<file path="config.mk">
export PLATFORM = sky130hd
export DESIGN_NAME = sirq_host
export DESIGN_NICKNAME = d
export VERILOG_FILES = /design/src/rtl/sirq_host_pkg.sv /design/src/rtl/sirq_frame_cnt.sv /design/src/rtl/sirq_vec_cap.sv /design/src/rtl/sirq_host_fsm.sv /design/src/rtl/sirq_host.sv
export SDC_FILE = /design/constraint.sdc
export NUM_CORES = 1
export LEC_CHECK = 0
export ABC_AREA = 1
export CAP_MARGIN = 5
export CORE_MARGIN = 4
export CORE_UTILIZATION = 25
export CTS_BUF_LIST = sky130_fd_sc_hd__clkbuf_16
export DETAILED_ROUTE_END_ITERATION = 8
export PLACE_DENSITY_LB_ADDON = 0.25
export RECOVER_POWER = 50
export SETUP_SLACK_MARGIN = 0.2
export SLEW_MARGIN = 25
export SYNTH_ARGS = -nofsm -noshare
export SYNTH_HDL_FRONTEND = slang
export SYNTH_SLANG_ARGS = --single-unit
</file>
<file path="constraint.sdc">
create_clock -name clk -period 1.12 [get_ports clk]
set_input_delay 0.224 -clock clk [delete_from_list [all_inputs] [get_ports clk]]
set_output_delay 0.224 -clock clk [all_outputs]
set_load 0.02 [all_outputs]
</file>
<file path="src/rtl/sirq_host_pkg.sv">
package sirq_host_pkg;

  typedef enum logic [2:0] {
    ST_IDLE,
    ST_START_LO,
    ST_START_HI,
    ST_DATA,
    ST_STOP_LO,
    ST_STOP_HI
  } sirq_st_e;

  // clocks in one data frame: sample, recovery, turn-around
  localparam int unsigned FRAME_CLKS = 3;

endpackage

</file>
<file path="src/rtl/sirq_frame_cnt.sv">
module sirq_frame_cnt #(
  parameter int unsigned NUM_FRAMES = 16,
  parameter int unsigned FRM_W      = $clog2(NUM_FRAMES)
) (
  input  logic             clk,
  input  logic             rst_n,
  input  logic             run,
  output logic [FRM_W-1:0] frame,
  output logic             smp_en,
  output logic             last
);
  import sirq_host_pkg::*;

  localparam int unsigned PH_W = $clog2(FRAME_CLKS);
  localparam logic [PH_W-1:0]  PH_LAST = PH_W'(FRAME_CLKS - 1);
  localparam logic [FRM_W-1:0] FR_LAST = FRM_W'(NUM_FRAMES - 1);

  logic [PH_W-1:0]  phase_q, phase_d;
  logic [FRM_W-1:0] frame_q, frame_d;

  always_comb begin
    phase_d = phase_q;
    frame_d = frame_q;
    if (!run) begin
      phase_d = '0;
      frame_d = '0;
    end else if (phase_q == PH_LAST) begin
      phase_d = '0;
      frame_d = frame_q + FRM_W'(1);
    end else begin
      phase_d = phase_q + PH_W'(1);
    end
  end

  always_ff @(posedge clk or negedge rst_n) begin
    if (!rst_n) begin
      phase_q <= '0;
      frame_q <= '0;
    end else begin
      phase_q <= phase_d;
      frame_q <= frame_d;
    end
  end

  assign frame  = frame_q;
  assign smp_en = run && (phase_q == '0);
  assign last   = run && (phase_q == PH_LAST) && (frame_q == FR_LAST);

endmodule

</file>
<file path="src/rtl/sirq_vec_cap.sv">
module sirq_vec_cap #(
  parameter int unsigned NUM_FRAMES = 16,
  parameter int unsigned FRM_W      = $clog2(NUM_FRAMES)
) (
  input  logic                  clk,
  input  logic                  rst_n,
  input  logic                  smp_en,
  input  logic [FRM_W-1:0]      frame,
  input  logic                  line_in,
  output logic [NUM_FRAMES-1:0] vec
);

  logic [NUM_FRAMES-1:0] vec_q;

  for (genvar i = 0; i < NUM_FRAMES; i++) begin : g_bit
    logic bit_en, bit_d;
    assign bit_en = smp_en && (frame == FRM_W'(i));
    assign bit_d  = bit_en ? line_in : vec_q[i];

    always_ff @(posedge clk or negedge rst_n) begin
      if (!rst_n) vec_q[i] <= 1'b1;
      else        vec_q[i] <= bit_d;
    end
  end

  assign vec = vec_q;

endmodule

</file>
<file path="src/rtl/sirq_host_fsm.sv">
module sirq_host_fsm #(
  parameter int unsigned LEN_W           = 3,
  parameter int unsigned MIN_HOST_LO     = 3,
  parameter int unsigned STOP_QUIET_CLKS = 2,
  parameter int unsigned STOP_CONT_CLKS  = 3
) (
  input  logic                        clk,
  input  logic                        rst_n,
  input  logic                        line_in,
  input  logic                        frames_done,
  input  logic [LEN_W-1:0]            cfg_start_len,
  input  logic                        cfg_quiet,
  output sirq_host_pkg::sirq_st_e     st,
  output logic                        quiet,
  output logic                        line_oe,
  output logic                        line_out
);
  import sirq_host_pkg::*;

  localparam int unsigned MAX_LO = (1 << LEN_W);
  localparam int unsigned CNT_W  = $clog2(MAX_LO + STOP_CONT_CLKS + 1);

  sirq_st_e         st_q, st_d;
  logic [CNT_W-1:0] cnt_q, cnt_d;
  logic             quiet_q, quiet_nxt_q, quiet_nxt_d, quiet_en;

  logic [LEN_W-1:0] len_eff;
  logic [CNT_W-1:0] periph_lo_clks, host_lo_clks;

  assign len_eff        = (cfg_start_len < LEN_W'(MIN_HOST_LO)) ? LEN_W'(MIN_HOST_LO)
                                                                 : cfg_start_len;
  assign periph_lo_clks = CNT_W'(len_eff);
  assign host_lo_clks   = CNT_W'(len_eff) + CNT_W'(1);

  always_comb begin
    st_d        = st_q;
    cnt_d       = cnt_q;
    quiet_nxt_d = quiet_nxt_q;
    quiet_en    = 1'b0;
    unique case (st_q)
      ST_IDLE: begin
        if (!quiet_q) begin
          st_d  = ST_START_LO;
          cnt_d = host_lo_clks;
        end else if (!line_in) begin
          st_d  = ST_START_LO;
          cnt_d = periph_lo_clks;
        end
      end
      ST_START_LO: begin
        if (cnt_q == CNT_W'(1)) st_d  = ST_START_HI;
        else                    cnt_d = cnt_q - CNT_W'(1);
      end
      ST_START_HI: st_d = ST_DATA;
      ST_DATA: begin
        if (frames_done) begin
          st_d        = ST_STOP_LO;
          quiet_nxt_d = cfg_quiet;
          cnt_d       = cfg_quiet ? CNT_W'(STOP_QUIET_CLKS) : CNT_W'(STOP_CONT_CLKS);
        end
      end
      ST_STOP_LO: begin
        if (cnt_q == CNT_W'(1)) st_d  = ST_STOP_HI;
        else                    cnt_d = cnt_q - CNT_W'(1);
      end
      ST_STOP_HI: begin
        quiet_en = 1'b1;
        if (quiet_nxt_q) begin
          st_d = ST_IDLE;
        end else begin
          st_d  = ST_START_LO;
          cnt_d = host_lo_clks;
        end
      end
      default: st_d = ST_IDLE;
    endcase
  end

  always_ff @(posedge clk or negedge rst_n) begin
    if (!rst_n) begin
      st_q        <= ST_IDLE;
      cnt_q       <= '0;
      quiet_nxt_q <= 1'b0;
    end else begin
      st_q        <= st_d;
      cnt_q       <= cnt_d;
      quiet_nxt_q <= quiet_nxt_d;
    end
  end

  always_ff @(posedge clk or negedge rst_n) begin
    if (!rst_n)        quiet_q <= 1'b0;
    else if (quiet_en) quiet_q <= quiet_nxt_q;
  end

  assign st       = st_q;
  assign quiet    = quiet_q;
  assign line_oe  = (st_q == ST_START_LO) || (st_q == ST_START_HI) ||
                    (st_q == ST_STOP_LO)  || (st_q == ST_STOP_HI);
  assign line_out = (st_q == ST_START_HI) || (st_q == ST_STOP_HI);

endmodule

</file>
<file path="src/rtl/sirq_host.sv">
module sirq_host #(
  parameter int unsigned NUM_FRAMES      = 16,
  parameter int unsigned LEN_W           = 3,
  parameter int unsigned MIN_HOST_LO     = 3,
  parameter int unsigned STOP_QUIET_CLKS = 2,
  parameter int unsigned STOP_CONT_CLKS  = 3
) (
  input  logic                  clk,
  input  logic                  rst_n,
  input  logic                  sirq_in,
  output logic                  sirq_oe,
  output logic                  sirq_out,
  input  logic [LEN_W-1:0]      cfg_start_len,
  input  logic                  cfg_quiet,
  output logic [NUM_FRAMES-1:0] irq_vec
);
  import sirq_host_pkg::*;

  localparam int unsigned FRM_W = $clog2(NUM_FRAMES);

  // asynchronous assert, synchronous release
  logic rst_s1_n, rst_sync_n;
  always_ff @(posedge clk or negedge rst_n) begin
    if (!rst_n) begin
      rst_s1_n   <= 1'b0;
      rst_sync_n <= 1'b0;
    end else begin
      rst_s1_n   <= 1'b1;
      rst_sync_n <= rst_s1_n;
    end
  end

  sirq_st_e         state;
  logic             quiet_q;
  logic [FRM_W-1:0] frame;
  logic             smp_en, frames_done;

  sirq_host_fsm #(
    .LEN_W          (LEN_W),
    .MIN_HOST_LO    (MIN_HOST_LO),
    .STOP_QUIET_CLKS(STOP_QUIET_CLKS),
    .STOP_CONT_CLKS (STOP_CONT_CLKS)
  ) u_fsm (
    .clk          (clk),
    .rst_n        (rst_sync_n),
    .line_in      (sirq_in),
    .frames_done  (frames_done),
    .cfg_start_len(cfg_start_len),
    .cfg_quiet    (cfg_quiet),
    .st           (state),
    .quiet        (quiet_q),
    .line_oe      (sirq_oe),
    .line_out     (sirq_out)
  );

  sirq_frame_cnt #(
    .NUM_FRAMES(NUM_FRAMES),
    .FRM_W     (FRM_W)
  ) u_cnt (
    .clk   (clk),
    .rst_n (rst_sync_n),
    .run   (state == ST_DATA),
    .frame (frame),
    .smp_en(smp_en),
    .last  (frames_done)
  );

  sirq_vec_cap #(
    .NUM_FRAMES(NUM_FRAMES),
    .FRM_W     (FRM_W)
  ) u_cap (
    .clk    (clk),
    .rst_n  (rst_sync_n),
    .smp_en (smp_en),
    .frame  (frame),
    .line_in(sirq_in),
    .vec    (irq_vec)
  );

endmodule

</file>
# Yosys cells after proc, flatten, opt, wreduce, memory -nomap -nowiden
# Index checks and enable logic that the tools add are counted.
word_totals:
  ff_bits: 33
  input_bits: 7
  out_inout_bits: 18
classes:
  eq_ne: 29
  reduce_logical: 31
  mux: 20
  magnitude_cmp: 1
  n_addsub: 4
ops:
  columns: ["cell", "count"]
  rows:
  - ["equality test 4 bit (second input constant)", 8]
  - ["two-way mux 4 bit", 7]
  - ["logical AND 1 bit", 19]
  - ["two-way mux 3 bit", 6]
  - ["one-hot mux 3 bit (6 select lines)", 1]
  - ["equality test 4 x 3 -> 1 bit (second input constant)", 4]
  - ["one-hot mux 4 bit (4 select lines)", 1]
  - ["equality test 4 x 1 -> 1 bit (second input constant)", 2]
  - ["equality test 4 x 2 -> 1 bit (second input constant)", 2]
  - ["inequality test 2 bit (second input constant)", 4]
  - ["equality test 3 x 2 -> 1 bit (second input constant)", 2]
  - ["equality test 3 bit (second input constant)", 2]
  - ["AND reduction 5 bit", 1]
  - ["adder 3 x 1 -> 4 bit (second input constant)", 1]
  - ["adder 4 x 1 -> 4 bit (second input constant)", 1]
  - ["logical NOT 4 bit", 1]
  - ["logical OR 1 bit", 4]
  - ["two-way mux 2 bit", 2]
  - ["inequality test 2 x 1 -> 1 bit (second input constant)", 2]
  - ["AND reduction 4 bit", 1]
  - ["nonzero test 4 bit", 1]
  - ["subtractor 4 x 1 -> 4 bit (second input constant)", 1]
  - ["equality test 3 x 1 -> 1 bit (second input constant)", 1]
  - ["logical NOT 3 bit", 1]
  - ["other kinds (8)", 10]

# Depth between registers and ports, before layout
# Gate-level depths: netlist (run 1).
logic_depth:
  ltp_word: 5
  mapped_depth: 11
  mapped_depth_nobuf: 11

# Modules after synthesis
# Synthesis (run 1) repeated with hierarchy kept, for this count alone.
unflattened:
  hier_cells: 264
  hier_area_um2: 1961.9
by_module_without_submodules:
  columns: ["mod", "n_inst", "area_each_um2", "seq_area_each_um2", "cells_each"]
  rows:
  - ["sirq_vec_cap", 1, 822.0, 420.4, 107]
  - ["sirq_host_fsm", 1, 787.0, 225.2, 118]
  - ["sirq_frame_cnt", 1, 289.0, 150.1, 34]
  - ["sirq_host", 1, 63.8, 50.0, 5]

# Worst setup path before layout (run 1)
# OpenSTA, ideal clock, no wires.
synth_path:
  kind: "reg-to-reg"
  startpoint: "reg u_cnt.frame_q[0] (netlist: u_cnt.frame[0])"
  endpoint: "reg u_fsm.st_q[0] (netlist: u_fsm.st[0])"
  t_required_ps: 1003
  setup_time_ps: 117
  path_slack_ps: -135
  path_stages_with_launch: 9
  t_arrival_ps: 1138
  cell_sequence: "dfrtp_1 > ha_1 > nand3_1 > o21ai_2 > nand2_4 > inv_2 > nand2_1 > nand2_1 > nand2_1"
synth_via:
  elab_chain_len: 4
synth_rtl:
  columns: ["element", "line", "source"]
  rows:
  - ["start: declaration", "sirq_frame_cnt.sv:19", "logic [FRM_W-1:0] frame_q, frame_d;"]
  - ["start signal: assignment", "sirq_frame_cnt.sv:41", "frame_q <= frame_d;"]
  - ["equality test 4 bit", "sirq_frame_cnt.sv:47", "assign last = run && (phase_q == PH_LAST) && (frame_q == FR_LAST);"]
  - ["logical AND 1 bit", "sirq_frame_cnt.sv:47", null]
  - ["inequality test 2 bit (no line)", null, null]
  - ["AND reduction 4 bit (no line)", null, null]
  - ["end signal: assignment", "sirq_host_fsm.sv:85", "st_q <= st_d;"]
  - ["end: declaration", "sirq_host_fsm.sv:23", "sirq_st_e st_q, st_d;"]
# Every way passes these cells.
# A chain may end at the register's enable or synchronous reset.

# Worst setup path in the final report (run 1)
layout_path:
  startpoint: "reg u_fsm.st_q[2] (netlist: u_fsm.st[2])"
  endpoint: "out sirq_oe"
layout_via:
  elab_chain_len: 4
  word_cells_on_any_way: 7
  cone_classes: "4 x eq/ne; 3 x reduce/logical"
layout_rtl:
  columns: ["element", "line", "source"]
  rows:
  - ["equality test 3 x 1 -> 1 bit or equality test 3 x 2 -> 1 bit (tied branches)", "sirq_host_fsm.sv:98", "assign line_oe = (st_q == ST_START_LO) || (st_q == ST_START_HI) ||"]
  - ["logical OR 1 bit (2 in a row)", "sirq_host_fsm.sv:98", null]
  - ["logical OR 1 bit (*)", "sirq_host_fsm.sv:99", "(st_q == ST_STOP_LO) || (st_q == ST_STOP_HI);"]
  - ["end: declaration", "sirq_host.sv:11", "output logic sirq_oe,"]
# Every way passes the cells marked *; elsewhere a longest branch is shown, timed or not.

==> summary.md, run 1 <==
| Metric | Value |
|---|---|
| RSZ-0062 raised after global routing | `yes` |
| Layout Cells excl Fill | `roughly 430` |
| I/O pin count | `25` |
| Max Cap Viol | `0` |
| Syn Nets | `roughly 250` |
| Clk slew on worst S/H paths | `0.05 ns` |
| Dpl cells | `roughly 400` |
| Gr ovfl total | `0` |
| CTS root buffer | `clkbuf_16` |
| Leak Pwr | `~0.0016 uW` |
| Synthesis Warnings | `0` |
| Bufs on Longest Clock Path | `2` |
| Area leader, netlist | `dfrtp_1` |
| Fraction of layout cells with a size suffix above 1 | `0.539` |
| Hold Crit Class | `primary input to async pin` |
| Flop2flop setup slack | `-0.32 ns` |
| Core area | `about 7300 um2` |
| Starting DRT DRC Count | `33` |
| FF-to-FF path depth | `9` |
| Clock Latency Late Sink | `0.27 ns` |
| Via density | `~4.3` |
| Cell Area, Synth | `approximately 1900 um2` |
| Peak VDD IR | `0.890 mV` |
| All-Layer GR Usage | `0.114` |
| Run status | `finished with violations` |
| Failing checks | `negative setup slack` |
| Max frequency | `approximately 0.7 GHz` |
| PnR worst setup slack | `-0.346 ns` |
| Synth top area share | `0.224` |
| H-tree depth | `2` |
| Multi-input gate area | `about 1200 um2` |
| CP Class | `flip-flop to output pin` |
| Part of the Yosys area used for sequential elements | `0.444` |
| Antenna diodes | `0` |
| Crit path launch type | `flip-flop` |
| Initial antenna violation count | `0` |
| GP Congestion | `about 0.8` |
| Placement Rows | `31` |
| Placed Area | `around 2600 um2` |
| TritonCTS Buffers | `5` |
| Sequential Area | `approximately 850 um2` |
| # setup viols final | `49` |
| DRC errors left | `0` |
| Crit path arrival time | `around 1.2 ns` |
| Worst Setup End Kind | `output pin` |
| Post-Synthesis Cells | `240` |
| Die ar. | `9070 um2` |
| Synth top area cells | `dfrtp_1 (22%), dfstp_2 (22%), nand2_1 (15%)` |
| First-pass GRT wire length | `between 7 and 8 mm` |
| Critical path fanouts, max | `3` |
| Final hold violation count | `0` |
| WL final | `4.78 mm` |
| Die height | `roughly 95 um` |
| Layout area overhead | `69.5%` |
| Clk sinks | `33` |
| Fin crit period | `between 1 and 1.5 ns` |
| Crit Reg-Reg Startpoint | `u_fsm.st[2]$_DFFE_PN0P_` |
| TritonCTS clock tree | `built` |
| CP required | `around 0.90 ns` |
| Setup crit end | `sirq_oe` |
| Unique cell type count in the Yosys netlist | `27` |
| Period utilization | `1.31` |
| Drt pass-1 iters | `4` |
| Port Buf Inserts | `24` |
| WL/cell | `11.1 um` |
| Die X | `95.3 um` |
| Reg-to-Reg End | `u_cap.vec[10]$_DFFE_PN1P_` |
| Post-detail-place hpwl | `approximately 3.4 mm` |
| Antenna-violating nets left | `0` |
| Initial core utilization | `0.260` |
| Number of global-route vias before repair | `approximately 1800` |
| P per Cell Area | `a little under 2000 nW/um2` |
| Final nets | `345` |
| Skew final | `approximately 0.0041 ns` |
| Crit path launch | `u_fsm.st[2]$_DFFE_PN0P_` |
| Filler Cell Count | `~700` |
| Post-layout instance area | `between 3000 and 4000 um2` |
| Flops & latches, synth | `33` |
| Total power | `6210 uW` |
| Via count | `around 1800` |
| Largest net degree at the start of global routing | `17` |
| Avg Inst Size Synth | `between 7 and 8 um2` |
| Max-slew violation count | `0` |
[metrics by stage]
stage	TNS [ns]	hold WS, ns	utilization	setup WS, ns
detailed placement	-11.73	0.229	0.358	-0.505
finish	-8.21	0.175	0.440	-0.346
floorplan	-2.23	-0.0716	-	-0.118
global placement	-11.39	0.232	0.358	-0.495
global route	-11.26	0.176	0.440	-0.406
CTS	-7.73	0.102	0.401	-0.283
[state kept, by name, indices dropped and copies added, names as in the netlist]
signal	cells
u_cap.vec	16
u_cnt.frame	4
u_fsm.cnt_q	4
u_fsm.st	3
u_cnt.phase_q	2
rst_s1_n	1
rst_sync_n	1
u_fsm.quiet	1
u_fsm.quiet_nxt_q	1
[routing by layer]
metal  routed length [um]  track usage
met5                    0            0
met4                   34       0.0313
met3                  169       0.0331
met2                 2520        0.205
met1                 2060        0.131
[repair_timing]
item                                    4_1_cts  5_1_grt
resized for setup                           128       46
pin swaps                                     7       27
hold buffers                                  0        0
buffers inserted                              9       12
endpoints found under the setup margin       49       49
[synthesized netlist by cell type]
cell type,count
o21ai_2,1
nand2_4,3
nor2_4,4
dfstp_2,16
inv_2,5
nor3_1,1
nand2_1,76
clkbuf_1,1
nor2_8,1
nand2_2,4
ha_1,7
a21oi_1,2
nor2_2,5
inv_1,28
conb_1,1
o21ai_1,23
nand3b_1,1
xor2_1,1
nand3_1,18
nor3_2,3
buf_2,1
nand2_8,1
o21ai_0,7
nor2_1,8
dfrtp_1,17
o211ai_1,1
nand4_1,4
[how the worst min path moves through the flow]
stage,from,to,slack [ns],cells after the start
final,rst_n,rst_s1_n$_DFF_PN0_,0.18,1
after global routing,rst_n,rst_s1_n$_DFF_PN0_,0.18,1
after CTS,rst_n,rst_s1_n$_DFF_PN0_,0.10,1
after detailed placement,rst_sync_n$_DFF_PN0_,u_cnt.phase_q[0]$_DFF_PN0_,0.23,1
after global placement,rst_sync_n$_DFF_PN0_,u_cnt.phase_q[0]$_DFF_PN0_,0.23,1
after floorplan,rst_n,rst_s1_n$_DFF_PN0_,-0.07,0
[final cells by class]
| type | instances | area share |
|---|---|---|
| Inverter | 33 | 0.0392 |
| Tap cell | 99 | 0.0384 |
| Sequential cell | 33 | 0.264 |
| Clock inverter | 3 | 0.0116 |
| Timing Repair Buffer | 86 | 0.244 |
| Clock buffer | 5 | 0.0388 |
| Multi-Input combinational cell | 172 | 0.365 |
[power by group]
group          switching (uW)  leakage, uW  internal, uW
combinational            1590      0.00110          1460
clock                     485    0.0000826          1030
sequential                246     0.000379          1400
[cells by family after synthesis]
family,Yosys count,synth area share
AO/OA/AOI/OAI,34,0.0927
XOR/XNOR,1,0.00460
adder cells (fa/ha/maj),7,0.0460
buffers and inverters,35,0.0697
flip-flops,33,0.444
other,1,0.00197
AND/OR/NAND/NOR,129,0.341
[critical path, stage by stage (launching register included)]
cell and delay, ns:
dfrtp_2 0.44, buf_12 0.14, nand2_4 0.05, nor2_4 0.04, inv_2 0.06, nand4_1 0.07, buf_4 0.16
[layout by cell type, fill, tap and decap left out, types with 2 or more instances in the layout]
cell type | Yosys | routed
inv_2 | 5 | 5
nor2_1 | 8 | 6
inv_1 | 28 | 28
nand2_1 | 76 | 52
nand2_2 | 4 | 23
buf_6 | 0 | 24
ha_1 | 7 | 5
a21oi_1 | 2 | 2
o21ai_2 | 1 | 10
nor3_2 | 3 | 4
dfrtp_1 | 17 | 13
nand3_4 | 0 | 2
nand2_8 | 1 | 4
buf_12 | 0 | 3
nand4_1 | 4 | 4
dfrtp_2 | 0 | 4
nand3_1 | 18 | 12
nor2_4 | 4 | 9
buf_4 | 0 | 52
o21ai_1 | 23 | 20
nand2_4 | 3 | 5
clkbuf_16 | 0 | 5
nor2_2 | 5 | 2
nand3_2 | 0 | 4
dfstp_2 | 16 | 16
clkdlybuf4s50_1 | 0 | 5
Power figures use the tool's default switching activity.
==> run 2: changes to the inputs <==
Settings changed: CTS_CLUSTER_SIZE set to 16.
==> results of run 2 <==
No change in the layout: final DEF, timing and power equal those of run 1.
==> run 3: changes to the inputs <==
Settings changed: ABC_CLOCK_PERIOD_IN_PS set to 1800.
Clock period 1.12 ns to 1.8 ns, I/O delays scaled along.
==> summary.md, run 3 (synthesis results as in run 1) <==
| Metric | Value |
|---|---|
| Post-detail-place hpwl | `3.19 mm (-6.5%)` |
| Critical path fanouts, max | `6 (+3)` |
| Multi-input gate area | `935 um2 (-21%)` |
| Leak Pwr | `0.00117 uW (-25%)` |
| Crit Reg-Reg Startpoint | `u_fsm.st[2]$_DFFE_PN0P_` |
| Max reg flops | `16 (unchanged)` |
| Rel. slew slack | `0.477` |
| Antenna diodes | `0 (unchanged)` |
| Drt pass-1 iters | `4 (unchanged)` |
| Placement Rows | `31 (unchanged)` |
| WL final | `4.19 mm (-12%)` |
| Via count | `1613 (-12%)` |
| Setup tns final | `0 ns (+8.21 ns)` |
| Fraction of layout cells with a size suffix above 1 | `0.238 (-0.301)` |
| Most frequent cells in the layout | `nand2_1 (75), inv_1 (29), o21ai_1 (23), nand3_1 (17)` |
| Post-CTS setup buffer count | `0 (-9)` |
| P per Cell Area | `1220 nW/um2 (-37%)` |
| CTS root buffer | `clkbuf_16` |
| Hold Crit Class | `primary input to async pin` |
| Die X | `95.3 um (unchanged)` |
| Max-slew violation count | `0 (unchanged)` |
| CP required | `1.44 ns (+0.54 ns)` |
| Pre-CTS WS | `-0.00876 ns (+0.496 ns)` |
| Period utilization | `0.884` |
| Worst Tran Pin Value | `0.785 ns` |
| H-tree depth | `2 (unchanged)` |
| Clk slew on worst S/H paths | `0.05 ns (about the same)` |
| Sw Ratio | `0.396 (+0.0220)` |
| Psw | `1190 uW (-49%)` |
| Crit path arrival time | `1.23 ns (about the same)` |
| Port Buf Inserts | `24 (unchanged)` |
| All-Layer GR Usage | `0.102 (-0.0118)` |
| WL/cell | `11.0 um (-0.71%)` |
| Core area | `7330 um2 (unchanged)` |
| Crit path launch type | `flip-flop` |
| DRC errors left | `0 (unchanged)` |
| First-pass GRT wire length | `7.31 mm (-8.5%)` |
| Antenna-violating nets left | `0 (unchanged)` |
| Final hold violation count | `0 (unchanged)` |
| Crit path launch | `u_fsm.st[2]$_DFFE_PN0P_` |
| Bufs on Longest Clock Path | `2 (unchanged)` |
| P_int | `1820 uW (-53%)` |
| Clock Latency Late Sink | `0.28 ns (about the same)` |
| Gr ovfl total | `0 (unchanged)` |
| TritonCTS Buffers | `5 (unchanged)` |
| Initial antenna violation count | `0 (unchanged)` |
| TritonCTS clock tree | `built` |
| Flop pwr share | `0.329 (+0.065)` |
| Filler Cell Count | `777 (+10%)` |
| Total power | `3010 uW (-52%)` |
| RSZ-0062 raised after global routing | `yes` |
| Combinational power share | `0.402 (-0.090)` |
| Clk sinks | `33 (unchanged)` |
| GP Congestion | `0.807 (-1.8%)` |
| Sequential Area | `848 um2 (-0.29%)` |
| Die height | `95.3 um (unchanged)` |
| Hold_ws | `0.312 ns (+0.137 ns)` |
| CP Class | `flip-flop to output pin` |
| # setup viols final | `0 (-100%)` |
| Number of global-route vias before repair | `1615 (-11%)` |
| Initial core utilization | `0.260 (unchanged)` |
| Fin crit period | `between 1.5 and 2 ns` |
| Final nets | `294 (-15%)` |
| Via density | `4.24 (-0.46%)` |
| I/O pin count | `25 (unchanged)` |
| Clock network fraction of total power | `0.269 (+0.025)` |
| Skew final | `0.00386 ns (-0.000208 ns)` |
| Layout area overhead | `29.5%` |
| Max Cap Viol | `0 (unchanged)` |
| Starting DRT DRC Count | `46 (+39%)` |
| Die ar. | `9070 um2 (unchanged)` |
| PnR worst setup slack | `0.208 ns (+0.554 ns)` |
| Largest net degree at the start of global routing | `32 (+15)` |
| Hold_buf cts | `0 (unchanged)` |
| Run status | `completed` |
| Commonest non-fill, non-tap cell in the layout | `nand2_1` |
| Worst Setup End Kind | `output pin` |
| Max frequency | `roughly 0.63 GHz` |
| Peak VDD IR | `0.363 mV (-59%)` |
run 3: timing repair:
action	4_1_cts	5_1_grt
setup endpoints to repair	18	4
hold endpoints to repair	0	0
resized for setup	23	10
run 3: area by class of cell:
cell class                 instances  share of cell area
clock buffer                       5              0.0508
clock inverter                     3             0.00711
inverter                          33              0.0503
multi-input combinational        172               0.379
sequential                        33               0.344
tap                               99              0.0503
timing repair buffer              35               0.118
run 3: worst paths after layout:
check | endpoint | slack [ns] | cells after the start
max | sirq_oe | 0.21 | 4
min reg2reg | rst_sync_n$_DFF_PN0_ | 0.35 | 0
min in group clk | rst_sync_n$_DFF_PN0_ | 0.35 | 0
max in group asynchronous | u_fsm.st[1]$_DFFE_PN0P_ | 0.85 | 1
min | rst_sync_n$_DFF_PN0_ | 0.31 | 1
max reg2reg | u_fsm.st[2]$_DFFE_PN0P_ | 0.26 | 9
run 3: layer usage:
| metal | vias to the layer above | global-route usage | part of all wire | routed length (um) |
|---|---|---|---|---|
| met1 | 732 | 0.139 | 0.49 | 2050 |
| met5 | - | 0 | 0 | 0 |
| met3 | 6 | 0.0205 | 0.044 | 186 |
| met4 | 0 | 0.0361 | 0.011 | 44 |
| li1 | 842 | - | - | - |
| met2 | 33 | 0.160 | 0.45 | 1910 |
run 3: worst max-delay path, cell delays in order, from the launching register on:
cell and delay, ns:
dfrtp_1 0.44, nor2_1 0.20, nand2_2 0.07, nand4_1 0.09, buf_4 0.14
run 3: through the flow:
stage               utilization  std cells  cell area, um2
detailed placement        0.319        372            2340
CTS                       0.336        380            2460
finish                    0.336        380            2460
global route              0.336        380            2460
floorplan                     -        240            1900
global placement          0.319        372            2340
run 3: power by group through the flow:
stage	sequential [uW]	combinational, uW	clock, uW
after floorplan	999	862	0
after global placement	989	1240	0
after detailed placement	987	1250	0
after CTS	979	1220	840
after global routing	1010	1390	870
final	990	1210	811
